### src/rtl/iq_pkg.sv
package iq_pkg;

    // Position in the four-step undersampled carrier sequence
    typedef enum logic [1:0] {
        SEQ_I  = 2'd0,
        SEQ_Q  = 2'd1,
        SEQ_NI = 2'd2,
        SEQ_NQ = 2'd3
    } seq_state_e;

    // atan(2^-idx) scaled so that pi equals 2^17
    function automatic int atan_pi17(input int idx);
        int r;
        case (idx)
            0:  r = 32768;
            1:  r = 19344;
            2:  r = 10221;
            3:  r = 5188;
            4:  r = 2604;
            5:  r = 1303;
            6:  r = 652;
            7:  r = 326;
            8:  r = 163;
            9:  r = 81;
            10: r = 41;
            11: r = 20;
            12: r = 10;
            13: r = 5;
            14: r = 3;
            15: r = 1;
            default: r = 41722 >>> idx;
        endcase
        return r;
    endfunction

    // 1/K of a long CORDIC chain, scaled by 2^16
    localparam int CORDIC_INV_GAIN = 39797;
    localparam int INV_GAIN_FRAC   = 16;

endpackage

### src/rtl/iq_chan_sum.sv
module iq_chan_sum #(
    parameter int SAMPLE_W = 12,
    parameter int N_CH     = 4,
    parameter int IQ_W     = SAMPLE_W + $clog2(N_CH) + 1
) (
    input  logic [N_CH-1:0][SAMPLE_W-1:0] lanes,
    output logic signed [IQ_W-1:0]        sum
);

    always_comb begin
        sum = '0;
        for (int k = 0; k < N_CH; k++) begin
            sum = sum + IQ_W'($signed(lanes[k]));
        end
    end

endmodule

### src/rtl/iq_pair_former.sv
module iq_pair_former
    import iq_pkg::*;
#(
    parameter int IQ_W = 15
) (
    input  logic                   clk,
    input  logic                   rst_n,
    input  logic                   in_valid,
    input  logic                   rev_sync,
    input  logic signed [IQ_W-1:0] chan_sum,
    output logic                   pair_valid,
    output logic signed [IQ_W-1:0] pair_i,
    output logic signed [IQ_W-1:0] pair_q
);

    seq_state_e             state_q;
    seq_state_e             eff_state;
    seq_state_e             state_d;
    logic signed [IQ_W-1:0] signed_sum;
    logic signed [IQ_W-1:0] i_hold_q;

    // Effective position: the revolution strobe forces a fresh group
    always_comb begin
        eff_state = rev_sync ? SEQ_I : state_q;
        state_d   = eff_state;
        if (in_valid) begin
            unique case (eff_state)
                SEQ_I:  state_d = SEQ_Q;
                SEQ_Q:  state_d = SEQ_NI;
                SEQ_NI: state_d = SEQ_NQ;
                SEQ_NQ: state_d = SEQ_I;
            endcase
        end
        signed_sum = (eff_state == SEQ_NI || eff_state == SEQ_NQ) ? -chan_sum : chan_sum;
    end

    // State register
    always_ff @(posedge clk or negedge rst_n) begin
        if (!rst_n) begin
            state_q <= SEQ_I;
        end else begin
            state_q <= state_d;
        end
    end

    // Output process: hold the in-phase half, emit on the quadrature half
    always_ff @(posedge clk or negedge rst_n) begin
        if (!rst_n) begin
            i_hold_q   <= '0;
            pair_i     <= '0;
            pair_q     <= '0;
            pair_valid <= 1'b0;
        end else begin
            pair_valid <= 1'b0;
            if (in_valid) begin
                unique case (eff_state)
                    SEQ_I, SEQ_NI: begin
                        i_hold_q <= signed_sum;
                    end
                    SEQ_Q, SEQ_NQ: begin
                        pair_i     <= i_hold_q;
                        pair_q     <= signed_sum;
                        pair_valid <= 1'b1;
                    end
                endcase
            end
        end
    end


    pair_gap_chk: assert property (@(posedge clk) disable iff (!rst_n)
        pair_valid |=> !pair_valid);


    realign_take_chk: assert property (@(posedge clk) disable iff (!rst_n)
        (rev_sync && in_valid) |=> (state_q == SEQ_Q));


    realign_idle_chk: assert property (@(posedge clk) disable iff (!rst_n)
        (rev_sync && !in_valid) |=> (state_q == SEQ_I));

endmodule

### src/rtl/cordic_vec_pipe.sv
module cordic_vec_pipe
    import iq_pkg::*;
#(
    parameter int IN_W   = 15,
    parameter int N_ITER = 16,
    parameter int GUARD  = 4,
    parameter int PH_W   = 16,
    parameter int AMP_W  = IN_W
) (
    input  logic                   clk,
    input  logic                   rst_n,
    input  logic                   in_valid,
    input  logic signed [IN_W-1:0] in_i,
    input  logic signed [IN_W-1:0] in_q,
    output logic                   out_valid,
    output logic [AMP_W-1:0]       out_amp,
    output logic [PH_W-1:0]        out_phase
);

    localparam int XW     = IN_W + 3 + GUARD;
    localparam int AW     = PH_W + 2;
    localparam int PH_SH  = AW - PH_W;
    localparam int KC_W   = INV_GAIN_FRAC + 1;
    localparam int PW     = XW + KC_W;
    localparam int AMP_SH = INV_GAIN_FRAC + GUARD;

    localparam logic signed [AW-1:0] HALF_TURN = {1'b1, {(AW-1){1'b0}}};
    localparam logic signed [AW-1:0] PH_RND    = AW'(1 << (PH_SH - 1));
    localparam logic [PW-1:0]        AMP_RND   = PW'(1) << (AMP_SH - 1);
    localparam logic [PW-1:0]        AMP_MAX   = PW'((1 << AMP_W) - 1);
    localparam logic [PW-1:0]        KC        = PW'(CORDIC_INV_GAIN);

    logic signed [XW-1:0] x_q [0:N_ITER];
    logic signed [XW-1:0] y_q [0:N_ITER];
    logic signed [AW-1:0] z_q [0:N_ITER];
    logic                 v_q [0:N_ITER];
    logic                 zf_q[0:N_ITER];

    logic signed [XW-1:0] xi_ext;
    logic signed [XW-1:0] yq_ext;

    assign xi_ext = XW'(in_i) <<< GUARD;
    assign yq_ext = XW'(in_q) <<< GUARD;

    // Stage 0: fold the left half-plane onto the right one
    always_ff @(posedge clk or negedge rst_n) begin
        if (!rst_n) begin
            x_q[0]  <= '0;
            y_q[0]  <= '0;
            z_q[0]  <= '0;
            v_q[0]  <= 1'b0;
            zf_q[0] <= 1'b0;
        end else begin
            v_q[0]  <= in_valid;
            zf_q[0] <= (in_i == '0) && (in_q == '0);
            if (in_i < 0) begin
                x_q[0] <= -xi_ext;
                y_q[0] <= -yq_ext;
                z_q[0] <= HALF_TURN;
            end else begin
                x_q[0] <= xi_ext;
                y_q[0] <= yq_ext;
                z_q[0] <= '0;
            end
        end
    end

    // Micro-rotation stages driving y towards zero
    for (genvar s = 0; s < N_ITER; s++) begin : g_iter
        localparam int RAW = atan_pi17(s);
        localparam int ASH = AW - 18;
        localparam logic signed [AW-1:0] ANG =
            AW'((ASH >= 0) ? (RAW <<< ASH) : (RAW >>> (-ASH)));

        always_ff @(posedge clk or negedge rst_n) begin
            if (!rst_n) begin
                x_q[s+1]  <= '0;
                y_q[s+1]  <= '0;
                z_q[s+1]  <= '0;
                v_q[s+1]  <= 1'b0;
                zf_q[s+1] <= 1'b0;
            end else begin
                v_q[s+1]  <= v_q[s];
                zf_q[s+1] <= zf_q[s];
                if (!y_q[s][XW-1]) begin
                    x_q[s+1] <= x_q[s] + (y_q[s] >>> s);
                    y_q[s+1] <= y_q[s] - (x_q[s] >>> s);
                    z_q[s+1] <= z_q[s] + ANG;
                end else begin
                    x_q[s+1] <= x_q[s] - (y_q[s] >>> s);
                    y_q[s+1] <= y_q[s] + (x_q[s] >>> s);
                    z_q[s+1] <= z_q[s] - ANG;
                end
            end
        end


        no_x_neg_chk: assert property (@(posedge clk) disable iff (!rst_n)
            v_q[s+1] |-> !x_q[s+1][XW-1]);
    end

    // Gain correction, rounding and saturation
    logic [PW-1:0]        prod;
    logic [PW-1:0]        amp_full;
    logic [AMP_W-1:0]     amp_sat;
    logic signed [AW-1:0] z_rnd;

    always_comb begin
        prod     = PW'($unsigned(x_q[N_ITER])) * KC;
        amp_full = (prod + AMP_RND) >> AMP_SH;
        amp_sat  = (amp_full > AMP_MAX) ? AMP_W'(AMP_MAX) : AMP_W'(amp_full);
        z_rnd    = z_q[N_ITER] + PH_RND;
    end

    always_ff @(posedge clk or negedge rst_n) begin
        if (!rst_n) begin
            out_valid <= 1'b0;
            out_amp   <= '0;
            out_phase <= '0;
        end else begin
            out_valid <= v_q[N_ITER];
            if (zf_q[N_ITER]) begin
                out_amp   <= '0;
                out_phase <= '0;
            end else begin
                out_amp   <= amp_sat;
                out_phase <= PH_W'(z_rnd >>> PH_SH);
            end
        end
    end


    zero_out_chk: assert property (@(posedge clk) disable iff (!rst_n)
        (out_valid && out_amp == '0) |-> (out_phase == '0));

endmodule

### src/rtl/beam_iq_phase_det.sv
module beam_iq_phase_det #(
    parameter int SAMPLE_W = 12,
    parameter int N_ITER   = 16,
    parameter int GUARD    = 4,
    parameter int PH_W     = 16
) (
    input  logic                clk,
    input  logic                rst_n,
    input  logic                in_valid,
    input  logic [SAMPLE_W-1:0] ch_a,
    input  logic [SAMPLE_W-1:0] ch_b,
    input  logic [SAMPLE_W-1:0] ch_c,
    input  logic [SAMPLE_W-1:0] ch_d,
    input  logic                rev_sync,
    output logic                out_valid,
    output logic [SAMPLE_W+2:0] out_amp,
    output logic [PH_W-1:0]     out_phase
);

    localparam int N_CH  = 4;
    localparam int IQ_W  = SAMPLE_W + $clog2(N_CH) + 1;
    localparam int AMP_W = IQ_W;

    logic [N_CH-1:0][SAMPLE_W-1:0] lanes;
    logic signed [IQ_W-1:0]        chan_sum;
    logic                          pair_valid;
    logic signed [IQ_W-1:0]        pair_i;
    logic signed [IQ_W-1:0]        pair_q;

    assign lanes = {ch_d, ch_c, ch_b, ch_a};

    iq_chan_sum #(
        .SAMPLE_W (SAMPLE_W),
        .N_CH     (N_CH),
        .IQ_W     (IQ_W)
    ) u_sum (
        .lanes (lanes),
        .sum   (chan_sum)
    );

    iq_pair_former #(
        .IQ_W (IQ_W)
    ) u_pair (
        .clk        (clk),
        .rst_n      (rst_n),
        .in_valid   (in_valid),
        .rev_sync   (rev_sync),
        .chan_sum   (chan_sum),
        .pair_valid (pair_valid),
        .pair_i     (pair_i),
        .pair_q     (pair_q)
    );

    cordic_vec_pipe #(
        .IN_W   (IQ_W),
        .N_ITER (N_ITER),
        .GUARD  (GUARD),
        .PH_W   (PH_W),
        .AMP_W  (AMP_W)
    ) u_cordic (
        .clk       (clk),
        .rst_n     (rst_n),
        .in_valid  (pair_valid),
        .in_i      (pair_i),
        .in_q      (pair_q),
        .out_valid (out_valid),
        .out_amp   (out_amp),
        .out_phase (out_phase)
    );


    out_pulse_chk: assert property (@(posedge clk) disable iff (!rst_n)
        out_valid |=> !out_valid);

endmodule

### config.mk
export PLATFORM = sky130hd
export DESIGN_NAME = beam_iq_phase_det
export DESIGN_NICKNAME = d
export VERILOG_FILES = /design/src/rtl/iq_pkg.sv /design/src/rtl/iq_chan_sum.sv /design/src/rtl/iq_pair_former.sv /design/src/rtl/cordic_vec_pipe.sv /design/src/rtl/beam_iq_phase_det.sv
export SDC_FILE = /design/constraint.sdc
export NUM_CORES = 2
export LEC_CHECK = 0
export ABC_AREA = 1
export BUFFER_PORTS_ARGS = -buffer_cell sky130_fd_sc_hd__buf_2
export CELL_PAD_IN_SITES_DETAIL_PLACEMENT = 1
export CELL_PAD_IN_SITES_GLOBAL_PLACEMENT = 1
export CORE_UTILIZATION = 24
export DETAILED_ROUTE_END_ITERATION = 16
export PLACE_DENSITY_LB_ADDON = 0.1
export SETUP_SLACK_MARGIN = 0.2
export SLEW_MARGIN = 10
export SYNTH_ARGS = -nofsm -noshare
export SYNTH_HDL_FRONTEND = slang
export SYNTH_SLANG_ARGS = --single-unit
### constraint.sdc
create_clock -name clk -period 7.6 [get_ports clk]
set_input_delay 0.38 -clock clk [delete_from_list [all_inputs] [get_ports clk]]
set_output_delay 0.38 -clock clk [all_outputs]
set_load 0.005 [all_outputs]
==> summary.md <==
| Metric | Value |
|---|---|
| Reg2reg path depth | 23 |
| Cell area after placement | 0.0938 mm^2 |
| Number of nets in the final layout | 12400 |
| Global router's overall resource usage | 16.8% |
| Storage cell area | 0.0264 mm^2 |
| Row cnt | 221 |
| Root buffer cell | clkbuf_16 |
| Share of synthesized area occupied by flip-flops and latches | 30.3% |
| Routed via count divided by cell count | 4.56 |
| Most common cell after layout, fill and taps aside | nand2_1 |
| Buffer depth of the longest clock path | 4 |
| Max Transition Viols Final | 0 |
| Critical R2R Capture | u_cordic.out_amp[0] |
| Number of levels the H-tree was split into | 4 |
| Reg2Reg Launch Point | u_cordic.x_q[18] |
| Asr flop ratio synth | 100% |
| Initial cell density of the core | 24.1% |
| Worst-path clk slew | 70 ps |
| MaxCap Viol Count | 0 |
| Count of nets left with antenna violations after detail routing | 0 |
| Final hold violations | 0 |
| Remaining max-slew budget at the tightest pin | 27.3% |
| Filler cell count | 43300 |
| Clock sinks | 1056 |
| Vias | 72900 |
| Post-synthesis register bit count | 1056 |
| Hold depth | 5 |
| Placer's final routability congestion estimate | 0.814 |
| Pin count of the biggest net entering global routing | 147 |
| Routed wire length on met2 | 152000 um |
| Prevailing post-synth register cell | dfrtp_1 |
| Area of the core region | 0.362 mm^2 |
| Post-layout instance count excluding filler cells | 16000 |
| Mean Syn Cell Area | 8.04 um^2 |
| Unrepaired setup endpoints after global routing | false |
| Non-Filler Cell Area, Final | 0.0992 mm^2 |
| Setup skew after layout | 81.8 ps |
| Type of the worst setup path | reg -> reg |
| Resized Gates After CTS | 0 |
| Antenna violations before repair | 6 |
| CTS tree | done |
| Width of the chip | 605 um |
| Count of input and output buffers | 83 |
| Met3 wire length | 6030 um |
| Half-perimeter wire length after placement | 260000 um |
| Worst min-delay path startpoint | ch_c[0] |
| Minimum clock period after layout | 6270 ps |
| Crit end category | register |
| Floorplan die area | 0.366 mm^2 |
| Overflow left after global routing | 0 |
| Post-detailed-route wirelength per cell | 19.4 um |
| Setup violations, final | 0 |
| Routed wire length | 310000 um |
| Clk Latency, worst-skew pair | 880 ps |
| Via count of the first global-routing pass | 79400 |
| Highest-count cells in the layout ignoring fill and taps | nand2_1 (2037), inv_1 (1473), ha_1 (1069) |
| EDFF count, synth | 0 |
| Number of warning messages in the yosys log | 0 |
| Fraction of layout cells with a size suffix above 1 | 4.69% |
| Crit path arrival time | 6960 ps |
| Synth-to-Final Area Change | 13.7% |
| Synthesized cell area | 0.0873 mm^2 |
| Maximum fanout along the worst path | 15 |
| Final total negative setup slack | 0 ps |
| Top layer in use | met4 |
| I/O pin count | 84 |
| Fmax | 0.160 GHz |
| Post-Synthesis Cells | 10900 |
| Die Y | 605 um |
| Worst-margin pin slew | 1090 ps |
| Residual DRC | 0 |
| CTS Buf Count | 154 |
| First-pass iteration count of the detailed router | 7 |
| Setup slack, reg-to-reg | 1330 ps |
| Hold crit path type | in -> reg |
| Crit share post-route | 82.5% |
| Required @ worst endpoint | 8300 ps |
| Number of design-rule violations left by the first detailed-router iteration | 2917 |
| Routed metal-1 wirelength | 145000 um |
| Placed cell count | 15700 |
| Number of different library cells in the post-synthesis netlist | 68 |
| Critical Path Source Type | register |
| First-pass GRT wire length | 481000 um |
| Result of the run | complete, no violations |
| Area of the multi-input gates | 0.0549 mm^2 |
| Worst hold endpoint | u_pair.pair_q[0] |
worst max-delay path, cell delays in order (launching register included):
cell and delay (ps):
dfrtp_1 570, inv_1 200, fa_1 500, fa_1 520, inv_1 60, fa_1 500
inv_1 60, fa_1 480, inv_1 50, fa_1 530, inv_1 50, fa_1 410
inv_1 70, ha_1 300, a21oi_1 320, o21bai_1 140, nand2_1 130, a21oi_1 80
nor2_1 150, nand2_1 70, nor2_1 190, nand3_2 120, nor2_4 450, a21oi_1 140
registers in the layout, indices dropped and copies added (netlist names):
register and cells:
u_cordic.v_q 17, u_cordic.x_q 362, u_cordic.out_phase 16, u_pair.state_q 2
u_cordic.zf_q 17, u_pair.i_hold_q 15, u_pair.pair_q 15, u_cordic.out_amp 15
u_cordic.z_q 258, u_cordic.y_q 322, u_pair.pair_valid 1, u_cordic.out_valid 1
u_pair.pair_i 15
stage by stage:
stage               setup slack, ps  hold WS, ps  util, %
floorplan                      2130         84.4        -
global placement               1160          334     25.9
detailed placement             1190          335     25.9
CTS                            1130          137     27.4
global route                    862          187     27.4
finish                         1330          202     27.4
worst max-delay path by stage:
stage                      from  cells past startpoint                    to  slack, ps
3_5_place_dp   u_cordic.x_q[14]                     21   u_cordic.out_amp[0]       1190
2_1_floorplan  u_cordic.x_q[16]                     28  u_cordic.out_amp[10]       2130
3_3_place_gp   u_cordic.x_q[14]                     21   u_cordic.out_amp[1]       1160
5_1_grt        u_cordic.x_q[14]                     22   u_cordic.out_amp[3]        860
4_1_cts        u_cordic.x_q[14]                     21   u_cordic.out_amp[0]       1130
6_report       u_cordic.x_q[18]                     23   u_cordic.out_amp[0]       1330
per-layer routing:
layer | vias to the layer above | GRT usage (%)
met4 | 0 | 3.29
met1 | 35900 | 22.0
met3 | 278 | 1.55
li1 | 36200 | -
met5 | - | 0
met2 | 523 | 30.0
area by class of cell:
| class | instances | share of cell area (%) |
|---|---|---|
| inverters | 1487 | 5.63 |
| repair buffers | 141 | 0.936 |
| clock inverters | 84 | 1.08 |
| well taps | 4794 | 6.05 |
| multi-input cells | 8219 | 55.3 |
| clock buffers | 197 | 4.36 |
| flip-flops and latches | 1056 | 26.6 |
| diodes | 1 | 0.00252 |
cell usage after synthesis, types with 43 or more instances:
master       n  area, um^2
a21oi_1    999        5000
a21boi_0    50         375
o21ai_0    490        2450
fa_1       209        4180
xor2_1     803        7030
o21ai_1     47         235
clkbuf_1    67         251
xnor2_1    316        2770
nand2_1   2037        7650
nor3_1     230        1150
o31ai_1     43         323
ha_1      1069       13400
nand3_1    532        2660
nor4_1      57         357
nand4_1    113         707
inv_1     1473        5530
a21o_1     100         751
dfrtp_1   1056       26400
nor2_1     704        2640
o21bai_1    88         661
logic make-up (layout without fill, tap and decap cells):
group           count (synthesis)  after routing  synth area share [%]
other cells                     2              5               0.00861
simple gates                 3789           3789                  18.4
xor+xnor                     1119           1119                  11.2
compound gates               2025           2025                  13.1
buf+inv                      1577           1909                  6.83
mux                             4              4                0.0459
flops                        1056           1056                  30.3
fa+ha+maj                    1278           1278                  20.1
timing repair:
action / in CTS / in global routing
hold endpoints to repair: 108 / 0
setup buffers: 0 / 0
hold buffers: 7 / 0
Power is not shown: default switching activity piles up to over one toggle a cycle in this logic, so the estimate is an artifact.
